File: config.mk
export PLATFORM = sky130hd
export DESIGN_NAME = indirect_access_window
export DESIGN_NICKNAME = d
export VERILOG_FILES = /design/src/rtl/iaw_pkg.sv /design/src/rtl/iaw_lane_steer.sv /design/src/rtl/iaw_win_decode.sv /design/src/rtl/iaw_addr_form.sv /design/src/rtl/indirect_access_window.sv
export SDC_FILE = /design/constraint.sdc
export NUM_CORES = 1
export LEC_CHECK = 0
export ABC_AREA = 1
export BUFFER_PORTS_ARGS = -buffer_cell sky130_fd_sc_hd__buf_2
export CORE_AREA = 2 2 140 142
export DETAILED_ROUTE_END_ITERATION = 7
export DIE_AREA = 0 0 142 144
export PLACE_DENSITY_LB_ADDON = 0.12
export SYNTH_ARGS = -nofsm -noshare
export SYNTH_HDL_FRONTEND = slang
export SYNTH_SLANG_ARGS = --single-unit
File: constraint.sdc
create_clock -name clk -period 5.1 [get_ports clk]
set_input_delay 1.02 -clock clk [delete_from_list [all_inputs] [get_ports clk]]
set_output_delay 1.02 -clock clk [all_outputs]
set_load 0.01 [all_outputs]
File: src/rtl/iaw_pkg.sv
package iaw_pkg;
  localparam int DATA_W = 32;
  localparam int LANES  = DATA_W / 8;

  typedef enum logic [1:0] {
    CYC_CFG = 2'd0,
    CYC_IO  = 2'd1,
    CYC_MEM = 2'd2
  } cyc_t;

  typedef enum logic [1:0] {
    ST_IDLE,
    ST_REQ,
    ST_DONE
  } st_t;
endpackage

File: src/rtl/iaw_lane_steer.sv
module iaw_lane_steer
  import iaw_pkg::*;
(
  input  logic [1:0]        size,
  input  logic [1:0]        lane,
  input  logic [DATA_W-1:0] wdata_ra,
  input  logic [DATA_W-1:0] rword,
  output logic [LANES-1:0]  be,
  output logic [DATA_W-1:0] wdata_ln,
  output logic [DATA_W-1:0] rdata_ra
);
  logic [4:0] bsh;
  logic [4:0] hsh;

  assign bsh = {lane, 3'b000};
  assign hsh = {lane[1], 4'b0000};

  always_comb begin
    unique case (size)
      2'd0: begin
        be       = 4'b0001 << lane;
        wdata_ln = {24'h0, wdata_ra[7:0]} << bsh;
        rdata_ra = (rword >> bsh) & 32'h0000_00FF;
      end
      2'd1: begin
        be       = 4'b0011 << {lane[1], 1'b0};
        wdata_ln = {16'h0, wdata_ra[15:0]} << hsh;
        rdata_ra = (rword >> hsh) & 32'h0000_FFFF;
      end
      default: begin
        be       = 4'b1111;
        wdata_ln = wdata_ra;
        rdata_ra = rword;
      end
    endcase
  end
endmodule

File: src/rtl/iaw_win_decode.sv
module iaw_win_decode #(
  parameter int EN_W   = 32,
  parameter int LO_BIT = 1,
  parameter int HI_BIT = 30,
  localparam int IDX_W = $clog2(EN_W)
) (
  input  logic [EN_W-1:0]  en,
  output logic             hit,
  output logic [IDX_W-1:0] idx
);
  always_comb begin
    hit = 1'b0;
    idx = '0;
    // descending scan so the lowest qualifying bit is applied last
    for (int i = EN_W - 1; i >= 0; i--) begin
      if (en[i] && i >= LO_BIT && i <= HI_BIT) begin
        hit = 1'b1;
        idx = IDX_W'(i);
      end
    end
  end
endmodule

File: src/rtl/iaw_addr_form.sv
module iaw_addr_form
  import iaw_pkg::*;
#(
  parameter int          IDX_W    = 5,
  parameter int          SLICE_SH = 23,
  parameter logic [31:0] WIN_BASE = 32'hF000_0000,
  localparam logic [31:0] OFF_MASK = ((32'd1 << SLICE_SH) - 32'd1) & ~32'd3
) (
  input  logic [31:0]      areg,
  input  cyc_t             cyc,
  input  logic [IDX_W-1:0] idx,
  output logic [31:0]      addr
);
  logic [31:0] slice_base;

  assign slice_base = WIN_BASE + ({{(32-IDX_W){1'b0}}, idx} << SLICE_SH);

  always_comb begin
    unique case (cyc)
      CYC_CFG: addr = {8'h00, areg[23:2], 2'b00};
      CYC_IO:  addr = {16'h0000, areg[15:2], 2'b00};
      default: addr = slice_base + (areg & OFF_MASK);
    endcase
  end
endmodule

File: src/rtl/indirect_access_window.sv
module indirect_access_window
  import iaw_pkg::*;
#(
  parameter int           AW       = 12,
  parameter logic [11:0]  OFF_WEN  = 12'h060,
  parameter logic [11:0]  OFF_ADDR = 12'h064,
  parameter logic [11:0]  OFF_CFG  = 12'h068,
  parameter logic [11:0]  OFF_IO   = 12'h06C,
  parameter logic [11:0]  OFF_MEM  = 12'h070,
  parameter int           WIN_LO   = 1,
  parameter int           WIN_HI   = 30,
  parameter int           SLICE_SH = 23,
  parameter logic [31:0]  WIN_BASE = 32'hF000_0000,
  localparam int          IDX_W    = $clog2(DATA_W)
) (
  input  logic              clk,
  input  logic              rst_n,
  input  logic              h_valid,
  output logic              h_ready,
  input  logic              h_write,
  input  logic [AW-1:0]     h_addr,
  input  logic [1:0]        h_size,
  input  logic [31:0]       h_wdata,
  output logic [31:0]       h_rdata,
  output logic              d_valid,
  input  logic              d_ready,
  output logic [1:0]        d_type,
  output logic              d_write,
  output logic [31:0]       d_addr,
  output logic [3:0]        d_be,
  output logic [31:0]       d_wdata,
  input  logic [31:0]       d_rdata
);
  st_t               state_q;
  logic [31:0]       areg_q, wen_q, rbuf_q;
  logic              dv_q, dw_q;
  cyc_t              dt_q;
  logic [31:0]       da_q, dd_q;
  logic [LANES-1:0]  db_q;

  // ---- offset decode ----
  logic [AW-1:0] woff;
  logic sel_wen, sel_addr, sel_cfg, sel_io, sel_mem;
  assign woff     = {h_addr[AW-1:2], 2'b00};
  assign sel_wen  = (woff == OFF_WEN[AW-1:0]);
  assign sel_addr = (woff == OFF_ADDR[AW-1:0]);
  assign sel_cfg  = (woff == OFF_CFG[AW-1:0]);
  assign sel_io   = (woff == OFF_IO[AW-1:0]);
  assign sel_mem  = (woff == OFF_MEM[AW-1:0]);

  // ---- memory window selection ----
  logic             win_hit;
  logic [IDX_W-1:0] win_idx;
  iaw_win_decode #(.EN_W(DATA_W), .LO_BIT(WIN_LO), .HI_BIT(WIN_HI)) u_win (
    .en(wen_q), .hit(win_hit), .idx(win_idx)
  );

  // ---- cycle type and downstream address ----
  cyc_t        cyc;
  logic [31:0] addr_nx;
  assign cyc = sel_cfg ? CYC_CFG : (sel_io ? CYC_IO : CYC_MEM);
  iaw_addr_form #(.IDX_W(IDX_W), .SLICE_SH(SLICE_SH), .WIN_BASE(WIN_BASE)) u_af (
    .areg(areg_q), .cyc(cyc), .idx(win_idx), .addr(addr_nx)
  );

  // ---- lane steering, shared by register and window paths ----
  logic [31:0]      rsrc, wl, rra;
  logic [LANES-1:0] be;
  logic [31:0]      bemask;
  always_comb begin
    if (state_q == ST_DONE) rsrc = rbuf_q;
    else if (sel_addr)      rsrc = areg_q;
    else if (sel_wen)       rsrc = wen_q;
    else                    rsrc = '0;
  end
  iaw_lane_steer u_ls (
    .size(h_size), .lane(h_addr[1:0]), .wdata_ra(h_wdata), .rword(rsrc),
    .be(be), .wdata_ln(wl), .rdata_ra(rra)
  );
  for (genvar k = 0; k < LANES; k++) begin : g_mask
    assign bemask[8*k +: 8] = {8{be[k]}};
  end

  // ---- handshake ----
  logic need_dn, reg_wr;
  assign need_dn = h_valid && (sel_cfg || sel_io || (sel_mem && win_hit));
  assign h_ready = (state_q == ST_DONE) || (state_q == ST_IDLE && !need_dn);
  assign h_rdata = h_write ? 32'h0 : rra;
  assign reg_wr  = (state_q == ST_IDLE) && h_valid && h_write && !need_dn;

  always_ff @(posedge clk or negedge rst_n) begin
    if (!rst_n) begin
      state_q <= ST_IDLE;
      areg_q  <= '0;
      wen_q   <= '0;
      rbuf_q  <= '0;
      dv_q    <= 1'b0;
      dw_q    <= 1'b0;
      dt_q    <= CYC_CFG;
      da_q    <= '0;
      dd_q    <= '0;
      db_q    <= '0;
    end else begin
      if (reg_wr && sel_addr) areg_q <= (areg_q & ~bemask) | (wl & bemask);
      if (reg_wr && sel_wen)  wen_q  <= (wen_q  & ~bemask) | (wl & bemask);
      unique case (state_q)
        ST_IDLE: if (need_dn) begin
          state_q <= ST_REQ;
          dv_q    <= 1'b1;
          dw_q    <= h_write;
          dt_q    <= cyc;
          da_q    <= addr_nx;
          db_q    <= be;
          dd_q    <= h_write ? wl : 32'h0;
        end
        ST_REQ: if (d_ready) begin
          state_q <= ST_DONE;
          dv_q    <= 1'b0;
          rbuf_q  <= d_rdata;
        end
        default: state_q <= ST_IDLE;
      endcase
    end
  end

  assign d_valid = dv_q;
  assign d_write = dw_q;
  assign d_type  = dt_q;
  assign d_addr  = da_q;
  assign d_be    = db_q;
  assign d_wdata = dd_q;

  // ---- assertions ----

  req_hold_chk: assert property (@(posedge clk) disable iff (!rst_n)
    d_valid && !d_ready |=> d_valid && $stable(d_addr) && $stable(d_be)
                            && $stable(d_type) && $stable(d_wdata) && $stable(d_write))
    else $error("request changed before acknowledge");

  ack_done_chk: assert property (@(posedge clk) disable iff (!rst_n)
    d_valid && d_ready |=> h_ready && !d_valid)
    else $error("host not released after acknowledge");

  be_shape_chk: assert property (@(posedge clk) disable iff (!rst_n)
    d_valid |-> d_be inside {4'h1, 4'h2, 4'h4, 4'h8, 4'h3, 4'hC, 4'hF})
    else $error("illegal byte enable pattern");

  cfg_addr_chk: assert property (@(posedge clk) disable iff (!rst_n)
    d_valid && d_type == 2'd0 |-> d_addr[31:24] == 8'h0 && d_addr[1:0] == 2'b00)
    else $error("config address out of token range");

  io_addr_chk: assert property (@(posedge clk) disable iff (!rst_n)
    d_valid && d_type == 2'd1 |-> d_addr[31:16] == 16'h0 && d_addr[1:0] == 2'b00)
    else $error("I/O address wider than port space");

  mem_addr_chk: assert property (@(posedge clk) disable iff (!rst_n)
    d_valid && d_type == 2'd2 |-> d_addr >= WIN_BASE)
    else $error("memory address below window region");

  no_spurious_req_chk: assert property (@(posedge clk) disable iff (!rst_n)
    !d_valid && !need_dn |=> !d_valid)
    else $error("request issued without a window access");
endmodule

==> results of run 1 <==
## placed cells by master (no fill, tap or decap), drive strengths merged, types with 6 or more instances in the layout
cell type / count
nand2: 335
buf: 193
dfrtp: 164
o21ai: 151
inv: 128
nor2: 73
o221ai: 29
a21oi: 25
clkbuf: 22
o22ai: 12
nand3: 12
o211ai: 9
a22o: 7
a31oi: 6
nor3: 6
clkinv: 6
## power by group through the flow
stage                     registers, mW  logic, mW  clock network [mW]
after floorplan                    1.39      0.114                   0
after global placement             1.39      0.239                   0
after detailed placement           1.39      0.240                   0
after CTS                          1.37      0.241                1.30
after global routing               1.37      0.268                1.35
final                              1.37      0.241                1.29
## layer usage
layer / part of all wire / GRT usage / up-vias
met5: 0 / 0 / -
met4: 0.022 / 0.0889 / 0
met3: 0.080 / 0.0586 / 30
met2: 0.45 / 0.422 / 339
met1: 0.45 / 0.378 / 3719
li1: - / - / 3713
## stage by stage
stage                      util  hold WS [ns]  cell area [um^2]
final                     0.522         0.468              9960
after CTS                 0.522         0.474              9960
after global routing      0.522         0.493              9960
after global placement    0.491         0.450              9370
after detailed placement  0.491         0.458              9370
after floorplan               -         0.437              8330
## Yosys cell counts (all sizes together)
master / number
o221ai: 29
and3: 1
conb: 1
o22ai: 12
nor4: 4
or2: 4
nor3: 6
clkinv: 1
a21o: 1
buf: 28
o2111ai: 4
o21ai: 151
o31ai: 4
a31oi: 6
a22o: 7
nand2: 335
o21a: 4
a32o: 2
nand4: 3
o211ai: 9
dfrtp: 164
nand3: 12
inv: 127
a41oi: 2
a21oi: 25
nor2: 73
clkbuf: 25
a311oi: 1
## layout make-up
type,instances,share of cell area
Multi-Input combinational cell,697,0.349
Timing Repair Buffer,193,0.101
Clock buffer,22,0.0466
Inverter,128,0.0487
Antenna cell,1,0.000251
Sequential cell,164,0.412
Clock inverter,10,0.0124
Tap cell,238,0.0299
## cell families after synthesis
family	after synthesis
AND/OR/NAND/NOR	438
buffers and inverters	181
AO/OA/AOI/OAI	257
flip-flops	164
other	1
## worst max-delay path, delay by kind of cell
kind,cells,cell delay (ns)
compound gates,3,0.79
simple gates,4,1.03
buf+inv,3,0.59
## worst min path at each step
stage,start,endpoint,slack [ns],cells after the start
after floorplan,rbuf_q[0],rbuf_q[0],0.44,2
after global placement,rbuf_q[6],rbuf_q[6],0.45,2
after detailed placement,rbuf_q[5],rbuf_q[5],0.46,2
after CTS,rbuf_q[5],rbuf_q[5],0.47,2
after global routing,rbuf_q[20],rbuf_q[20],0.49,2
final,rbuf_q[18],rbuf_q[18],0.47,2
==> results.toml, run 1 <==
[global_route]
gr-usage-all-layers = 0.271
antenna_found_initial = 1
grt_pass1_wl_mm = 41.2
grt_pass1_vias = 7274
grt_overflow_total = 0
grt_max_degree = 105

[clock_network]
cts_tree = "done"
cts_resized = 0
htree_num_levels = 4
postCtsHoldBufs = 0
cts_max_path_buffers = 2
root_buffer = "clkbuf_16"
clk_latency_ns = 0.43
post_cts_buffers = 0
clkTransAtPathRegs_ns = 0.07
cts_sinks = 164
numCtsBuffers = 17

[drt]
dr.pass1.iters = 5
drtIter0Drc = 738
vias_per_cell = 5.37
ant_nets = 0
drt_wl_total_mm = 27.4
drc = 0
vias = 7801
wl_per_cell_um = 18.9

[power]
finalPower_mw = 2.90
p_switching_mw = 0.734
ir_worst_vdd_mv = 0.225
seqPwrFrac = 0.472
power.leakage_nw = 5.14
powerDensity_nw_per_um2 = 291
p_int_mw = 2.17
power_frac_comb = 0.083
switching_share = 0.253
clockPowerShare = 0.445

[die]
die_x_um = 142
fp.dieH_um = 144
start_util = 0.437
die_area_um2 = 20400
core-area_um2 = 19100
ioPinCount = 188
num_rows = 51

[worst_setup_path]
crit_arrival_ns = 3.44
required_ns = 4.08
worst_r2r_path_depth = 13
r2r_end = "d_addr[24]"
worstPathCellList = "buf_2, nor4_4, nand2_1, nor2_1, inv_2, o221ai_1, o21ai_0, or2_0, a31oi_1, buf_2"
crit_slowest_cell = "nor4_4"
max_stage_delay_ns = 0.32
setup.worst_path.class = "in -> out"
cp-end-kind = "primary output"
crit_end = "h_rdata[1]"
crit_top_cell = "buf_2"
cp-startpoint = "h_addr[7]"
start_kind = "input pin"
cp_max_fo = 31
r2r_setup_slack_ns = 1.77

[final_layout]
regArea_um2 = 4100
nets = 1284
area_growth_pct = 19.6
drive_gt1_frac = 0.224
fin_cells = 1453
multi_input_area_um2 = 3480
fillers = 1906

[sta]
period_needed_ns = 4.46
drv_slew = 0
finalCritPeriodShare = 0.874
relSlewSlack = 0.177
finalSetupViolations = 0
final_hold_viol_count = 0
setup_tns_ns = 0
worst_slack_ns = 0.644
worst_clock_skew_ns = 0.0111
fmax_mhz = 224
worst_slew_pin_slew_ns = 1.23
grt_setup_unrepaired = "no"

[yosys]
synthAdderAreaFrac = 0
synthSimpleGateAreaFrac = 0.222
syn_avg_cell_area_um2 = 8.00
synth_xor_area_frac = 0
synth-compound-area-share = 0.194
synth_top_cell_by_area = "dfrtp_1"
synth-seq-cells = 164
yosysSeqAreaShare = 0.493
netlist_instances = 1041
muxShareOfSynthArea = 0
synth_top_family_by_area = "simple AND/OR/NAND/NOR gates"
synth.top_cell.area_share = 0.493
synth_top_cells_by_area = "dfrtp_1 49%, nand2_1 15%, o21ai_0 5.8%, inv_1 5.4%, o221ai_1 3.0%"
yosys_warnings = 0
syn_area_um2 = 8330
yosysUniqueCellTypes = 42

[worst_hold_path]
hp-class = "reg -> reg"

[place]
io_buffers = 185
routabilityCongestion = 0.969
dp_hpwl_mm = 20.6
pre_cts_slack_ns = 0.728
dp_cells = 1420

[status]
outcome = "finished clean"

[job]
cap_violations = 0
Power figures use the tool's default switching activity.
==> run 2: changes to the inputs <==
Settings changed: CORE_AREA 2 2 140 142 to 2 2 196 102, DIE_AREA 0 0 142 144 to 0 0 198 104.
==> run 2 against run 1 <==
Compared with the run above: combinational power rose by 4%; utilization rose by 0.58 points; routed wire length increased by 7.3%; count of clock-buffer cells in the layout shrank 2; flip-flop and latch count is the same; non-clock buffer count up 1; critical path depth grew 1; highest routed layer unchanged.
==> results.toml, run 2 (same netlist as run 1, synthesis figures left out) <==
[power]
power.leakage_nw = 5.16
finalPower_mw = 2.97
powerDensity_nw_per_um2 = 297
ir_worst_vdd_mv = 0.223

[place]
dp_cells = 1449
routabilityCongestion = 0.992
io_buffers = 185
dp_hpwl_mm = 22.1

[worst_setup_path]
cp_max_fo = 31
r2r_setup_slack_ns = 1.68
worstPathCellList = "buf_2, nor4_4, nand2_1, nor2_1, inv_2, o221ai_1, o21ai_0, inv_1, o2111ai_1, a31oi_1, buf_2"
cp-end-kind = "primary output"
crit_top_cell = "buf_2"
required_ns = 4.08
crit_slowest_cell = "o221ai_1"
setup.worst_path.class = "in -> out"
start_kind = "input pin"
crit_arrival_ns = 3.70
max_stage_delay_ns = 0.53

[die]
core-area_um2 = 19000
die_area_um2 = 20600
ioPinCount = 188
num_rows = 36
fp.dieH_um = 104
die_x_um = 198
start_util = 0.439

[final_layout]
drive_gt1_frac = 0.227
antennaDiodeCount = 0
fin_cells = 1481
area_growth_pct = 20.2
layout_common_cells = "329 x nand2_1, 184 x buf_2, 164 x dfrtp_1"
fillers = 1844
nets = 1285
utilization = 0.528
layout_commonest_cell = "nand2_1"

[global_route]
grt_max_degree = 105
grt_pass1_vias = 7362
met1_usage = 0.485
grt_busiest_layer = "met1"
grt_pass1_wl_mm = 44.9
grt_overflow_total = 0
antenna_found_initial = 0
grtUsageMet2 = 0.362
use_met3 = 0.0872
gr-usage-all-layers = 0.295

[clock_network]
post_cts_buffers = 0
numCtsBuffers = 17
clk_latency_ns = 0.44
cts_resized = 0
cts_sinks = 164
postCtsHoldBufs = 0
htree_num_levels = 4
cts_tree = "done"
root_buffer = "clkbuf_16"
clkTransAtPathRegs_ns = 0.07
cts_max_path_buffers = 2

[sta]
worst_slew_pin_slew_ns = 1.03
worst_clock_skew_ns = 0.0128
relSlewSlack = 0.312
setup_tns_ns = 0
finalCritPeriodShare = 0.925
grt_setup_unrepaired = "no"
period_needed_ns = 4.72
drv_slew = 0
final_hold_viol_count = 0
finalSetupViolations = 0
fmax_mhz = 212

[drt]
vias_per_cell = 5.40
drc = 0
drtIter0Drc = 788
ant_nets = 0
wl_per_cell_um = 19.8
vias = 7994
dr.pass1.iters = 5
drt_wl_total_mm = 29.4

[job]
cap_violations = 0

[worst_hold_path]
hp-class = "reg -> reg"

[status]
outcome = "finished clean"
## run 2: cell count changes in the layout (fill, tap and decap cells not counted), moves of 2 or more
cell	previous run	this run
clkbuf_1	3	0
buf_4	7	9
clkinv_4	4	0
inv_6	1	5
## run 2: power by group
| part | internal (mW) | total [mW] | switching, mW | leakage, nW |
|---|---|---|---|---|
| Sequential | 1.34 | 1.37 | 0.0260 | 2.13 |
| Combinational | 0.0739 | 0.251 | 0.177 | 2.73 |
| Clock | 0.772 | 1.35 | 0.582 | 0.292 |
## run 2: worst paths after layout
kind                                 start    endpoint  cells after the start
worst min register to register  rbuf_q[17]  rbuf_q[17]                      2
max in group asynchronous            rst_n  d_addr[27]                      2
worst max-delay path             h_addr[7]  h_rdata[7]                     11
worst min-delay path            rbuf_q[17]  rbuf_q[17]                      2
min in group asynchronous            rst_n  d_wdata[2]                      1
worst max register to register    register  d_addr[24]                     12
## run 2: layout make-up
type / count / area [um^2] / share of cell area
Clock buffer: 20 / 467 / 0.0466
Clock inverter: 12 / 143 / 0.0143
Inverter: 128 / 485 / 0.0485
Multi-Input combinational cell: 697 / 3480 / 0.348
Sequential cell: 164 / 4100 / 0.410
Tap cell: 266 / 333 / 0.0332
Timing Repair Buffer: 194 / 1000 / 0.0999
## run 2: stage by stage
step                      worst slack, ns  instance area, um^2  hold slack (ns)
after floorplan                      1.45                 8330            0.437
after global placement              0.584                 9400            0.454
after detailed placement            0.540                 9400            0.458
after CTS                           0.453                10000            0.474
after global routing                0.225                10000            0.494
final                               0.382                10000            0.472
## run 2: critical path, delay by kind of cell
family | cells | cell delay (ns)
AO/OA/AOI/OAI | 4 | 1.11
AND/OR/NAND/NOR | 3 | 0.79
buffers and inverters | 4 | 0.76
## run 2: layer usage
layer / up-vias / routed length, um
li1: 3722 / -
met1: 3819 / 15100
met2: 428 / 10900
met3: 25 / 3070
met4: 0 / 333
met5: - / 0
==> run 3: changes to the inputs <==
Settings changed: RECOVER_POWER set to 25.
==> run 3 against run 2 <==
Compared with the run above: critical path type unchanged; final cell count stayed put; register-to-register slack about the same; utilization shrank 0.073 points; the flow now finishes with violations (capacitance limit, slew limit); total power barely moved; final area fell by 0.14%; flip-flop and latch count is the same; global-route usage stayed put; combinational power about the same; clock power hardly changed; sequential share of layout area increased by 0.056 points; critical path depth unchanged; sequential power hardly changed.
==> results.toml, run 3 (same netlist as run 1, synthesis figures left out) <==
[worst_setup_path]
required_ns = 4.08
start_kind = "input pin"
r2r_end = "d_addr[24]"
crit_top_cell = "buf_2"
r2r_setup_slack_ns = 1.67
critPathBufInv = 4
worstPathCellList = "buf_2, nor4_4, nand2_1, nor2_1, inv_2, o221ai_1, o21ai_0, inv_1, o2111ai_1, a31oi_1, buf_2"
crit_family = "compound AO/OA/AOI/OAI gates"
crit_arrival_ns = 3.71
setup.worst_path.class = "in -> out"
max_stage_delay_ns = 0.53
cp_max_fo = 31
crit_slowest_cell = "o221ai_1"
cp-end-kind = "primary output"
cp-startpoint = "h_addr[7]"
worst_r2r_path_depth = 12

[final_layout]
layout_common_cells = "329 x nand2_1, 184 x buf_2, 164 x dfrtp_1"
nets = 1285
area_growth_pct = 20.0
layout_commonest_cell = "nand2_1"
fin_cells = 1481
utilization = 0.527
drive_gt1_frac = 0.226
antennaDiodeCount = 0

[global_route]
grt_max_degree = 105
antenna_found_initial = 0
grt_overflow_total = 0
grt_pass1_vias = 7362
grt_pass1_wl_mm = 44.9
gr-usage-all-layers = 0.295

[drt]
ant_nets = 0
drc = 0
drt_wl_total_mm = 29.4
wl_per_cell_um = 19.9
vias = 8001
dr.pass1.iters = 5
drtIter0Drc = 778
vias_per_cell = 5.40

[clock_network]
cts_max_path_buffers = 2
root_buffer = "clkbuf_16"
post_cts_buffers = 0
clk_latency_ns = 0.44
numCtsBuffers = 17
htree_num_levels = 4
cts_resized = 0
postCtsHoldBufs = 0
cts_sinks = 164
clkTransAtPathRegs_ns = 0.07
cts_tree = "done"

[worst_hold_path]
worstHoldStart = "rbuf_q[17]"
hold_path_end = "rbuf_q[17]"
hp-class = "reg -> reg"
hold_depth = 2

[sta]
final_hold_viol_count = 0
drv_slew = 134
grt_setup_unrepaired = "no"
relSlewSlack = -0.811
period_needed_ns = 4.73
finalSetupViolations = 0
finalCritPeriodShare = 0.928
fmax_mhz = 211
worst_clock_skew_ns = 0.0132
worst_slew_pin_slew_ns = 2.72
setup_tns_ns = 0
fin_worst_hold_slack_ns = 0.472

[die]
num_rows = 36
start_util = 0.439
die_x_um = 198
fp.dieH_um = 104
ioPinCount = 188
core-area_um2 = 19000
die_area_um2 = 20600

[power]
clockPowerShare = 0.456
switching_share = 0.264
powerDensity_nw_per_um2 = 297
ir_worst_vdd_mv = 0.225
seqPwrFrac = 0.460
p_switching_mw = 0.785
power.leakage_nw = 5.15
p_int_mw = 2.19
power_frac_comb = 0.084

[place]
dp_hpwl_mm = 22.1
io_buffers = 185
dp_cells = 1449
routabilityCongestion = 0.992

[job]
cap_violations = 2

[status]
outcome = "finished with violations"
failed_checks = "capacitance limit, slew limit"
## run 3: cell count changes in the layout (fill, tap and decap cells not counted), sizes merged
cell,change
clkbuf,+3
buf,-3
## run 3: per-stage QoR
stage | setup WS [ns] | power [mW] | cell area [um^2]
detailed placement | 0.540 | 1.64 | 9400
CTS | 0.453 | 2.98 | 10000
global placement | 0.584 | 1.63 | 9400
floorplan | 1.45 | 1.50 | 8330
finish | 0.368 | 2.97 | 10000
global route | 0.225 | 3.08 | 10000
## run 3: power groups by stage
stage | combinational [mW] | clock, mW | sequential (mW)
3_5_place_dp | 0.247 | 0 | 1.39
2_1_floorplan | 0.114 | 0 | 1.39
6_report | 0.250 | 1.35 | 1.37
4_1_cts | 0.248 | 1.37 | 1.37
3_3_place_gp | 0.244 | 0 | 1.39
5_1_grt | 0.276 | 1.43 | 1.37
## run 3: cell type report
| type | count | area, um^2 |
|---|---|---|
| Clock buffer | 20 | 467 |
| Clock inverter | 12 | 143 |
| Fill cell | 1847 | 8970 |
| Inverter | 128 | 485 |
| Multi-Input combinational cell | 697 | 3480 |
| Sequential cell | 164 | 4100 |
| Tap cell | 266 | 333 |
| Timing Repair Buffer | 194 | 986 |
## run 3: per-layer routing
layer  share of wire  wire (um)  global-route usage
met3            0.10       3010              0.0872
met5               0          0                   0
met4           0.012        352              0.0698
met1            0.51      15100               0.485
met2            0.37      11000               0.362
## run 3: worst max path at each step
stage / end / cells past startpoint
5_1_grt: h_rdata[7] / 11
3_5_place_dp: h_rdata[7] / 11
3_3_place_gp: h_rdata[7] / 11
2_1_floorplan: h_rdata[1] / 9
6_report: h_rdata[7] / 11
4_1_cts: h_rdata[7] / 11
## run 3: worst min-delay path, delay by kind of cell, from the launching register on
family,cells,cell delay [ns]
flops,1,0.34
simple gates,2,0.10
